[src/rtl/iop_pkg.sv]
package iop_pkg;

  // Access phase: idle, address-only first cycle, strobe second cycle
  typedef enum logic [1:0] {
    PH_IDLE   = 2'd0,
    PH_SETUP  = 2'd1,
    PH_STROBE = 2'd2
  } iop_phase_e;

endpackage

[src/rtl/iop_addr_sel.sv]
module iop_addr_sel #(
  parameter int IMM_W  = 5,
  parameter int ADDR_W = 8
) (
  input  logic              indirect,
  input  logic [IMM_W-1:0]  imm,
  input  logic [ADDR_W-1:0] reg_val,
  output logic [ADDR_W-1:0] addr
);

  localparam int PAD_W = ADDR_W - IMM_W;

  logic [ADDR_W-1:0] direct_addr;

  generate
    if (PAD_W > 0) begin : g_pad
      assign direct_addr = {{PAD_W{1'b0}}, imm};
    end else begin : g_nopad
      assign direct_addr = imm[ADDR_W-1:0];
    end
  endgenerate

  always_comb begin
    if (indirect) addr = reg_val;
    else          addr = direct_addr;
  end

endmodule

[src/rtl/iop_seq.sv]
module iop_seq
  import iop_pkg::*;
(
  input  logic       clk,
  input  logic       rst_n,
  input  logic       req_valid,
  output logic       accept,
  output iop_phase_e phase
);

  iop_phase_e phase_q, phase_d;

  // A new request is taken whenever the core is not stalled
  assign accept = req_valid && (phase_q != PH_SETUP);
  assign phase  = phase_q;

  always_comb begin
    phase_d = phase_q;
    case (phase_q)
      PH_SETUP: phase_d = PH_STROBE;
      default:  phase_d = accept ? PH_SETUP : PH_IDLE;
    endcase
  end

  always_ff @(posedge clk or negedge rst_n) begin
    if (!rst_n) phase_q <= PH_IDLE;
    else        phase_q <= phase_d;
  end

  AST_SETUP_THEN_STROBE: assert property (@(posedge clk) disable iff (!rst_n)
    (phase_q == PH_SETUP) |=> (phase_q == PH_STROBE));

endmodule

[src/rtl/iop_bus_regs.sv]
module iop_bus_regs
  import iop_pkg::*;
#(
  parameter int ADDR_W = 8,
  parameter int DATA_W = 8
) (
  input  logic              clk,
  input  logic              rst_n,
  input  logic              accept,
  input  iop_phase_e        phase,
  input  logic [ADDR_W-1:0] addr_in,
  input  logic [DATA_W-1:0] wdata_in,
  input  logic              write_in,
  output logic [ADDR_W-1:0] addr_q,
  output logic [DATA_W-1:0] dout_q,
  output logic              write_q
);

  logic              load_en;
  logic [ADDR_W-1:0] addr_d;
  logic [DATA_W-1:0] dout_d;
  logic              write_d;

  assign load_en = accept || (phase == PH_STROBE);

  always_comb begin
    if (accept) begin
      addr_d  = addr_in;
      dout_d  = write_in ? wdata_in : '0;
      write_d = write_in;
    end else begin
      addr_d  = '0;
      dout_d  = '0;
      write_d = 1'b0;
    end
  end

  always_ff @(posedge clk or negedge rst_n) begin
    if (!rst_n) begin
      addr_q  <= '0;
      dout_q  <= '0;
      write_q <= 1'b0;
    end else if (load_en) begin
      addr_q  <= addr_d;
      dout_q  <= dout_d;
      write_q <= write_d;
    end
  end

  AST_HOLD_IN_SETUP: assert property (@(posedge clk) disable iff (!rst_n)
    (phase == PH_SETUP) |=> ($stable(addr_q) && $stable(dout_q)));

endmodule

[src/rtl/iop_rd_capture.sv]
module iop_rd_capture #(
  parameter int DATA_W = 8
) (
  input  logic              clk,
  input  logic              rst_n,
  input  logic              cap_en,
  input  logic [DATA_W-1:0] din,
  output logic [DATA_W-1:0] data_q,
  output logic              valid_q
);

  logic [DATA_W-1:0] data_d;

  assign data_d = cap_en ? din : data_q;

  always_ff @(posedge clk or negedge rst_n) begin
    if (!rst_n) begin
      data_q  <= '0;
      valid_q <= 1'b0;
    end else begin
      data_q  <= data_d;
      valid_q <= cap_en;
    end
  end

endmodule

[src/rtl/iop_port_unit.sv]
module iop_port_unit
  import iop_pkg::*;
#(
  parameter int IMM_W  = 5,
  parameter int ADDR_W = 8,
  parameter int DATA_W = 8
) (
  input  logic              clk,
  input  logic              rst_n,
  input  logic              req_valid,
  input  logic              req_write,
  input  logic              req_indirect,
  input  logic [IMM_W-1:0]  req_imm,
  input  logic [ADDR_W-1:0] req_reg,
  input  logic [DATA_W-1:0] req_wdata,
  input  logic [DATA_W-1:0] io_din,
  output logic [ADDR_W-1:0] io_addr,
  output logic [DATA_W-1:0] io_dout,
  output logic              io_rd_stb,
  output logic              io_wr_stb,
  output logic              stall,
  output logic [DATA_W-1:0] wb_data,
  output logic              wb_en
);

  iop_phase_e        phase;
  logic              accept;
  logic [ADDR_W-1:0] sel_addr;
  logic              is_write;

  iop_seq i_seq (
    .clk       (clk),
    .rst_n     (rst_n),
    .req_valid (req_valid),
    .accept    (accept),
    .phase     (phase)
  );

  iop_addr_sel #(.IMM_W(IMM_W), .ADDR_W(ADDR_W)) i_addr_sel (
    .indirect (req_indirect),
    .imm      (req_imm),
    .reg_val  (req_reg),
    .addr     (sel_addr)
  );

  iop_bus_regs #(.ADDR_W(ADDR_W), .DATA_W(DATA_W)) i_bus_regs (
    .clk      (clk),
    .rst_n    (rst_n),
    .accept   (accept),
    .phase    (phase),
    .addr_in  (sel_addr),
    .wdata_in (req_wdata),
    .write_in (req_write),
    .addr_q   (io_addr),
    .dout_q   (io_dout),
    .write_q  (is_write)
  );

  assign stall     = (phase == PH_SETUP);
  assign io_rd_stb = (phase == PH_STROBE) && !is_write;
  assign io_wr_stb = (phase == PH_STROBE) &&  is_write;

  iop_rd_capture #(.DATA_W(DATA_W)) i_rd_capture (
    .clk     (clk),
    .rst_n   (rst_n),
    .cap_en  (io_rd_stb),
    .din     (io_din),
    .data_q  (wb_data),
    .valid_q (wb_en)
  );

  AST_STROBE_EXCL: assert property (@(posedge clk) disable iff (!rst_n)
    !(io_rd_stb && io_wr_stb));

  AST_STROBE_AFTER_STALL: assert property (@(posedge clk) disable iff (!rst_n)
    (io_rd_stb || io_wr_stb) |-> $past(stall));

  AST_ADDR_TWO_CYCLES: assert property (@(posedge clk) disable iff (!rst_n)
    (io_rd_stb || io_wr_stb) |-> $stable(io_addr));

  AST_RD_PULSE: assert property (@(posedge clk) disable iff (!rst_n)
    io_rd_stb |=> !io_rd_stb);

  AST_WR_PULSE: assert property (@(posedge clk) disable iff (!rst_n)
    io_wr_stb |=> !io_wr_stb);

  AST_WB_AFTER_READ: assert property (@(posedge clk) disable iff (!rst_n)
    wb_en |-> ($past(io_rd_stb) && (wb_data == $past(io_din))));

endmodule

[config.mk]
export PLATFORM = sky130hd
export DESIGN_NAME = iop_port_unit
export DESIGN_NICKNAME = d
export VERILOG_FILES = /design/src/rtl/iop_pkg.sv /design/src/rtl/iop_addr_sel.sv /design/src/rtl/iop_seq.sv /design/src/rtl/iop_bus_regs.sv /design/src/rtl/iop_rd_capture.sv /design/src/rtl/iop_port_unit.sv
export SDC_FILE = /design/constraint.sdc
export NUM_CORES = 1
export LEC_CHECK = 0
export BUFFER_PORTS_ARGS = -buffer_cell sky130_fd_sc_hd__clkbuf_2
export CELL_PAD_IN_SITES_DETAIL_PLACEMENT = 0
export CELL_PAD_IN_SITES_GLOBAL_PLACEMENT = 2
export CORE_MARGIN = 2
export CORE_UTILIZATION = 30
export CTS_BUF_LIST = sky130_fd_sc_hd__clkbuf_4 sky130_fd_sc_hd__clkbuf_8
export DETAILED_ROUTE_END_ITERATION = 6
export PLACE_DENSITY = 0.87
export SYNTH_ARGS = -nofsm -noshare
export SYNTH_HDL_FRONTEND = slang
export SYNTH_SLANG_ARGS = --single-unit
[constraint.sdc]
create_clock -name clk -period 3.1 [get_ports clk]
set_clock_uncertainty 0.2 [all_clocks]
set_input_delay 0.62 -clock clk [delete_from_list [all_inputs] [get_ports clk]]
set_output_delay 0.62 -clock clk [all_outputs]
set_load 0.03 [all_outputs]
== After elaboration in Yosys (flattened, before gate mapping) ==
Cells that the tools add are included.

* Bits of input ports: 34
* Register bits after elaboration: 28
* Output and inout bits: 28
* Logic and storage cells: 21

* Mux-type cells: 7
* Eq/ne operators: 3
* Reduce and logical (&&, ||, !) cells: 5

{| class="wikitable"
|+ Operator list
! operator !! number
|-
| two-way mux 8 bit || 4
|-
| logical AND 1 bit || 3
|-
| == test 2 x 1 -> 1 bit, second input constant || 1
|-
| == test 2 bit, second input constant || 1
|-
| two-way mux 1 bit || 2
|-
| two-way mux 2 bit || 1
|-
| != test 2 x 1 -> 1 bit, second input constant || 1
|-
| zero test 1 bit || 1
|-
| logical OR 1 bit || 1
|}

== Logic depth before layout (Yosys ltp) ==
* Depth in word-level cells: 4
* Depth in mapped cells: 5
* Mapped depth without buffers: 3

== By module ==
A second synthesis with hierarchy kept.

* Cell total of the unflattened synthesis: 92
* Area, all modules: 1258.7 sq um

{| class="wikitable"
|+ Modules (own cells, without submodules)
! module !! cells each !! area an instance (sq um) !! instances
|-
| iop_bus_regs || 58 || 693.2 || 1
|-
| iop_rd_capture || 18 || 356.6 || 1
|-
| iop_addr_sel || 9 || 108.9 || 1
|-
| iop_seq || 4 || 72.6 || 1
|-
| iop_port_unit || 3 || 27.5 || 1
|}

== Worst setup path after synthesis ==
No wires, ideal clock.

* Path kind: register to output
* Start point: reg i_seq.phase_q[0] (netlist: i_seq.phase[0])
* End point: out io_wr_stb
* Data arrival time: 1136 ps
* Setup slack: 1144 ps
* Required time: 2280 ps
* Stages on the path, launching flop included: 4
* Cell sequence: dfrtp_1 -> nand2b_4 -> buf_2 -> nor2_1

* Word-level cells in the longest chain between the ends: 2

{| class="wikitable"
|+ Ends and longest elaborated chain
! item !! line !! RTL
|-
| start: declaration || iop_seq.sv:11 || <nowiki>iop_phase_e phase_q, phase_d;</nowiki>
|-
| start signal: assignment || iop_seq.sv:27 || <nowiki>else phase_q <= phase_d;</nowiki>
|-
| == test 2 bit || iop_port_unit.sv:61 || <nowiki>assign io_wr_stb = (phase == PH_STROBE) && is_write;</nowiki>
|-
| logical AND 1 bit || iop_port_unit.sv:61 ||
|-
| end: declaration || iop_port_unit.sv:20 || <nowiki>output logic io_wr_stb,</nowiki>
|}

No other way between the ends.

== Worst setup path after layout ==
* Start point: reg i_seq.phase_q[0] (netlist: i_seq.phase[0])
* End point: out io_rd_stb

* Word-level cells in the longest chain between the ends: 2

{| class="wikitable"
|+ Ends and longest elaborated chain
! item !! line !! RTL
|-
| == test 2 bit || iop_port_unit.sv:60 || <nowiki>assign io_rd_stb = (phase == PH_STROBE) && !is_write;</nowiki>
|-
| logical AND 1 bit || iop_port_unit.sv:60 ||
|-
| end: declaration || iop_port_unit.sv:19 || <nowiki>output logic io_rd_stb,</nowiki>
|}

No other way between the ends.

==> key figures <==
Cells and area
  • Nets@finish: around 210
  • Post-route cell area: 1678 µm²
  • N_diodes: 0
  • Syn-to-layout area delta: 27.23%
  • Layout cells sized above 1: 48.30%
  • Final core utilization: 39.07%

Power
  • Sw power: 0.0004812 W
  • Part of the power in the clock network: approximately 17%
  • Power Density: approximately 700 nW/µm²
  • Switch share: 40.79%
  • Max IR drop VDD: 0.3698 mV
  • Leak pwr: just over 0.8 nW
  • Internal power: 0.0006984 W
  • Gate power share: 39.2%
  • Flop pwr share: 44.0%

Timing
  • Setup total negative slack: 0 ns
  • Final setup vio count: 0
  • Hold Fails Final Rpt: 0
  • Period utilization: 73.22%
  • Rel. slew slack: a little over half
  • Unrepaired setup endpoints after global routing: no
  • Worst-margin pin slew: 0.7046 ns
  • Minimum clock period: 2.270 ns
  • Fmax: 440.6 MHz
  • Slew Limit Fails: 0

Detailed routing
  • Initial DRC Count: 75
  • Router iterations before antenna repair: 4
  • Antenna viol nets, final: 0
  • # DRC: 0
  • Routed Wire Length: 3262 µm
  • Routed via count: between 1,000 and 1,500
  • DR vias/cell: 4.904
  • Wire per inst: 14.31 µm

Setup path
  • Critical Path Slowest Stage Cell: dfrtp_1
  • Register-to-register path setup slack: 1.49 ns
  • R2r endpoint: i_rd_capture.data_q[4]
  • FF-to-FF Start: i_seq.phase[0]
  • Crit path launch type: flop
  • Crit-path cells: nand2b_4, nor2_4, clkbuf_2
  • Worst Path Arrival: roughly 1.5 ns
  • Crit path kind: reg2out
  • WP data required: 2.28 ns
  • CP max FO: 13
  • Max stage delay on crit path: roughly 0.43 ns
  • CP endpoint kind: output pin
  • FF-to-FF path depth: 3
  • CP top delay family: simple AND/OR/NAND/NOR gates
  • Worst Path Buf+Inv: 1

Synthesis
  • Post-synthesis cell type count: 20
  • Cell taking the most area after synthesis: dfrtp_1
  • Synth Register Bits: 28
  • Syn nets: ~150
  • Synthesized area: ~1300 µm²
  • Ys async rst share: 100.0%
  • Top post-synthesis cells by count: 28 x dfrtp_1, 17 x a21oi_1, 12 x nand2_1, 12 x nor2_1, 9 x a211oi_2
  • Number of synthesized flops with an enable pin: 0
  • Mapped Cells: 120
  • Syn avg cell area: 10.99 µm²
  • Top area cells in the synthesized netlist: dfrtp_1 53%, a211oi_2 8.5%, mux2_2 6.8%
  • Synth top area share: a little over half
  • Main synth FF type: dfrtp_1
  • Count leader, synth: dfrtp_1
  • Sequential area share after synthesis: 53.13%
  • Synthesis Warnings: 0

Run status
  • Status: completed

Min path
  • Hold crit path type: in2async

CTS
  • Clk slew on worst S/H paths: about 0.090 ns
  • CTS tree: yes
  • Cts bufs inserted: 3
  • H-tree levels: 1
  • Worst skew pair latency: 0.27 ns
  • Clk sinks: 28
  • Setup Buffers After CTS: 0
  • # hold bufs at CTS: 0
  • Post-cts resize count: 0
  • Clock Tree Root: clkbuf_8
  • Max Buffers Root-to-Sink: 2

Floorplan
  • Core area: 4294 µm²
  • Io pins: a little over 60
  • Die Y: 70.30 µm
  • Initial Util: 30.71%
  • Full die area: 4942 µm²
  • Placement Rows: 24
  • Die width: 70.30 µm

Global route
  • Vias in the first global route: about 1,100
  • Total GRT Usage: 13.74%
  • Met2 usage: 22.01%
  • Grt met3 use: ~3.8%
  • Grt peak-use layer: met2
  • GRT overflow: 0
  • GR met1 Demand/Resource: between 10% and 20%
  • First-pass GRT wire length: 5437 µm
  • Antenna violations before repair: 0
  • Largest net degree at the start of global routing: 29

Placed design
  • Placed cell area: 1637 µm²
  • GPL Wtd Cong: 0.7495
  • Port-buffer cells: 61
  • HPWL after detailed placement: about 2400 µm

Run
  • Max-Cap Viols: 0
==> power groups by stage <==
stage / Sequential, W / Combinational, W / Clock (W)
after floorplan: 0.000689 / 0.000155 / 0
after global placement: 0.000520 / 0.000461 / 0
after CTS: 0.000521 / 0.000469 / 0.000200
final: 0.000519 / 0.000463 / 0.000198
after global routing: 0.000532 / 0.000494 / 0.000218
after detailed placement: 0.000525 / 0.000469 / 0
==> per-layer routing <==
metal	up-vias	wire [µm]
li1	538	-
met1	533	1510
met2	43	1480
met3	4	245
met4	0	25
met5	-	0
==> worst max path at each step <==
stage | startpoint | slack [ns] | end | cells after the start
2_1_floorplan | i_seq.phase[0] | 1.14 | io_wr_stb | 3
3_3_place_gp | i_seq.phase[0] | 1.17 | io_rd_stb | 3
3_5_place_dp | i_seq.phase[0] | 1.13 | io_rd_stb | 3
4_1_cts | i_seq.phase[0] | 0.82 | io_rd_stb | 3
5_1_grt | i_seq.phase[0] | 0.77 | io_rd_stb | 3
6_report | i_seq.phase[0] | 0.83 | io_rd_stb | 3
==> flip-flops by register name, indices dropped and copies added, names as in the netlist <==
signal / flops
i_rd_capture.data_q: 8
i_bus_regs.addr_q: 8
i_bus_regs.write_q: 1
i_rd_capture.valid_q: 1
i_seq.phase: 2
i_bus_regs.dout_q: 8
==> worst register-to-register path: cells and delay by family, from the launching register on <==
family	cells	cell delay [ns]
and+or+nand+nor	2	0.49
DFF	1	0.43
muxes	1	0.38
==> layout by cell type (no fill, tap or decap) <==
master	instances
clkbuf_2	61
dfrtp_1	28
a21oi_1	17
nor2_1	12
nand2_1	12
a211oi_2	9
mux2_2	8
nor2b_1	5
a221oi_1	5
nor3_1	5
inv_1	3
a211oi_1	3
clkbuf_8	3
nand2b_4	2
and2_4	1
nor2_4	1
nand2b_1	1
==> per-stage QoR <==
stage | total power (W) | instances | setup slack (ns) | hold slack [ns]
floorplan | 0.0008440 | 120 | 1.144 | 0.1244
global placement | 0.0009810 | 225 | 1.165 | 0.2942
detailed placement | 0.0009938 | 225 | 1.134 | 0.2967
CTS | 0.001190 | 228 | 0.8205 | 0.2155
global route | 0.001244 | 228 | 0.7667 | 0.2332
finish | 0.001180 | 228 | 0.8303 | 0.1754
==> cells by family (layout without fill, tap and decap cells) <==
family | count (synthesis) | count (layout) | share of synthesized area (%)
multiplexers | 8 | 8 | 6.831
AND/OR/NAND/NOR | 39 | 39 | 15.18
AO/OA/AOI/OAI | 34 | 34 | 20.02
flip-flops | 28 | 28 | 53.13
buffers and inverters | 11 | 67 | 4.838
==> layout make-up <==
type	instances	area, µm²
clock buffers	3	41.29
fillers	437	2616
inverters	3	11.26
multi-input cells	81	554.3
flip-flops and latches	28	700.7
well taps	52	65.06
repair buffers	61	305.3
(Power assumes the default switching activity.)
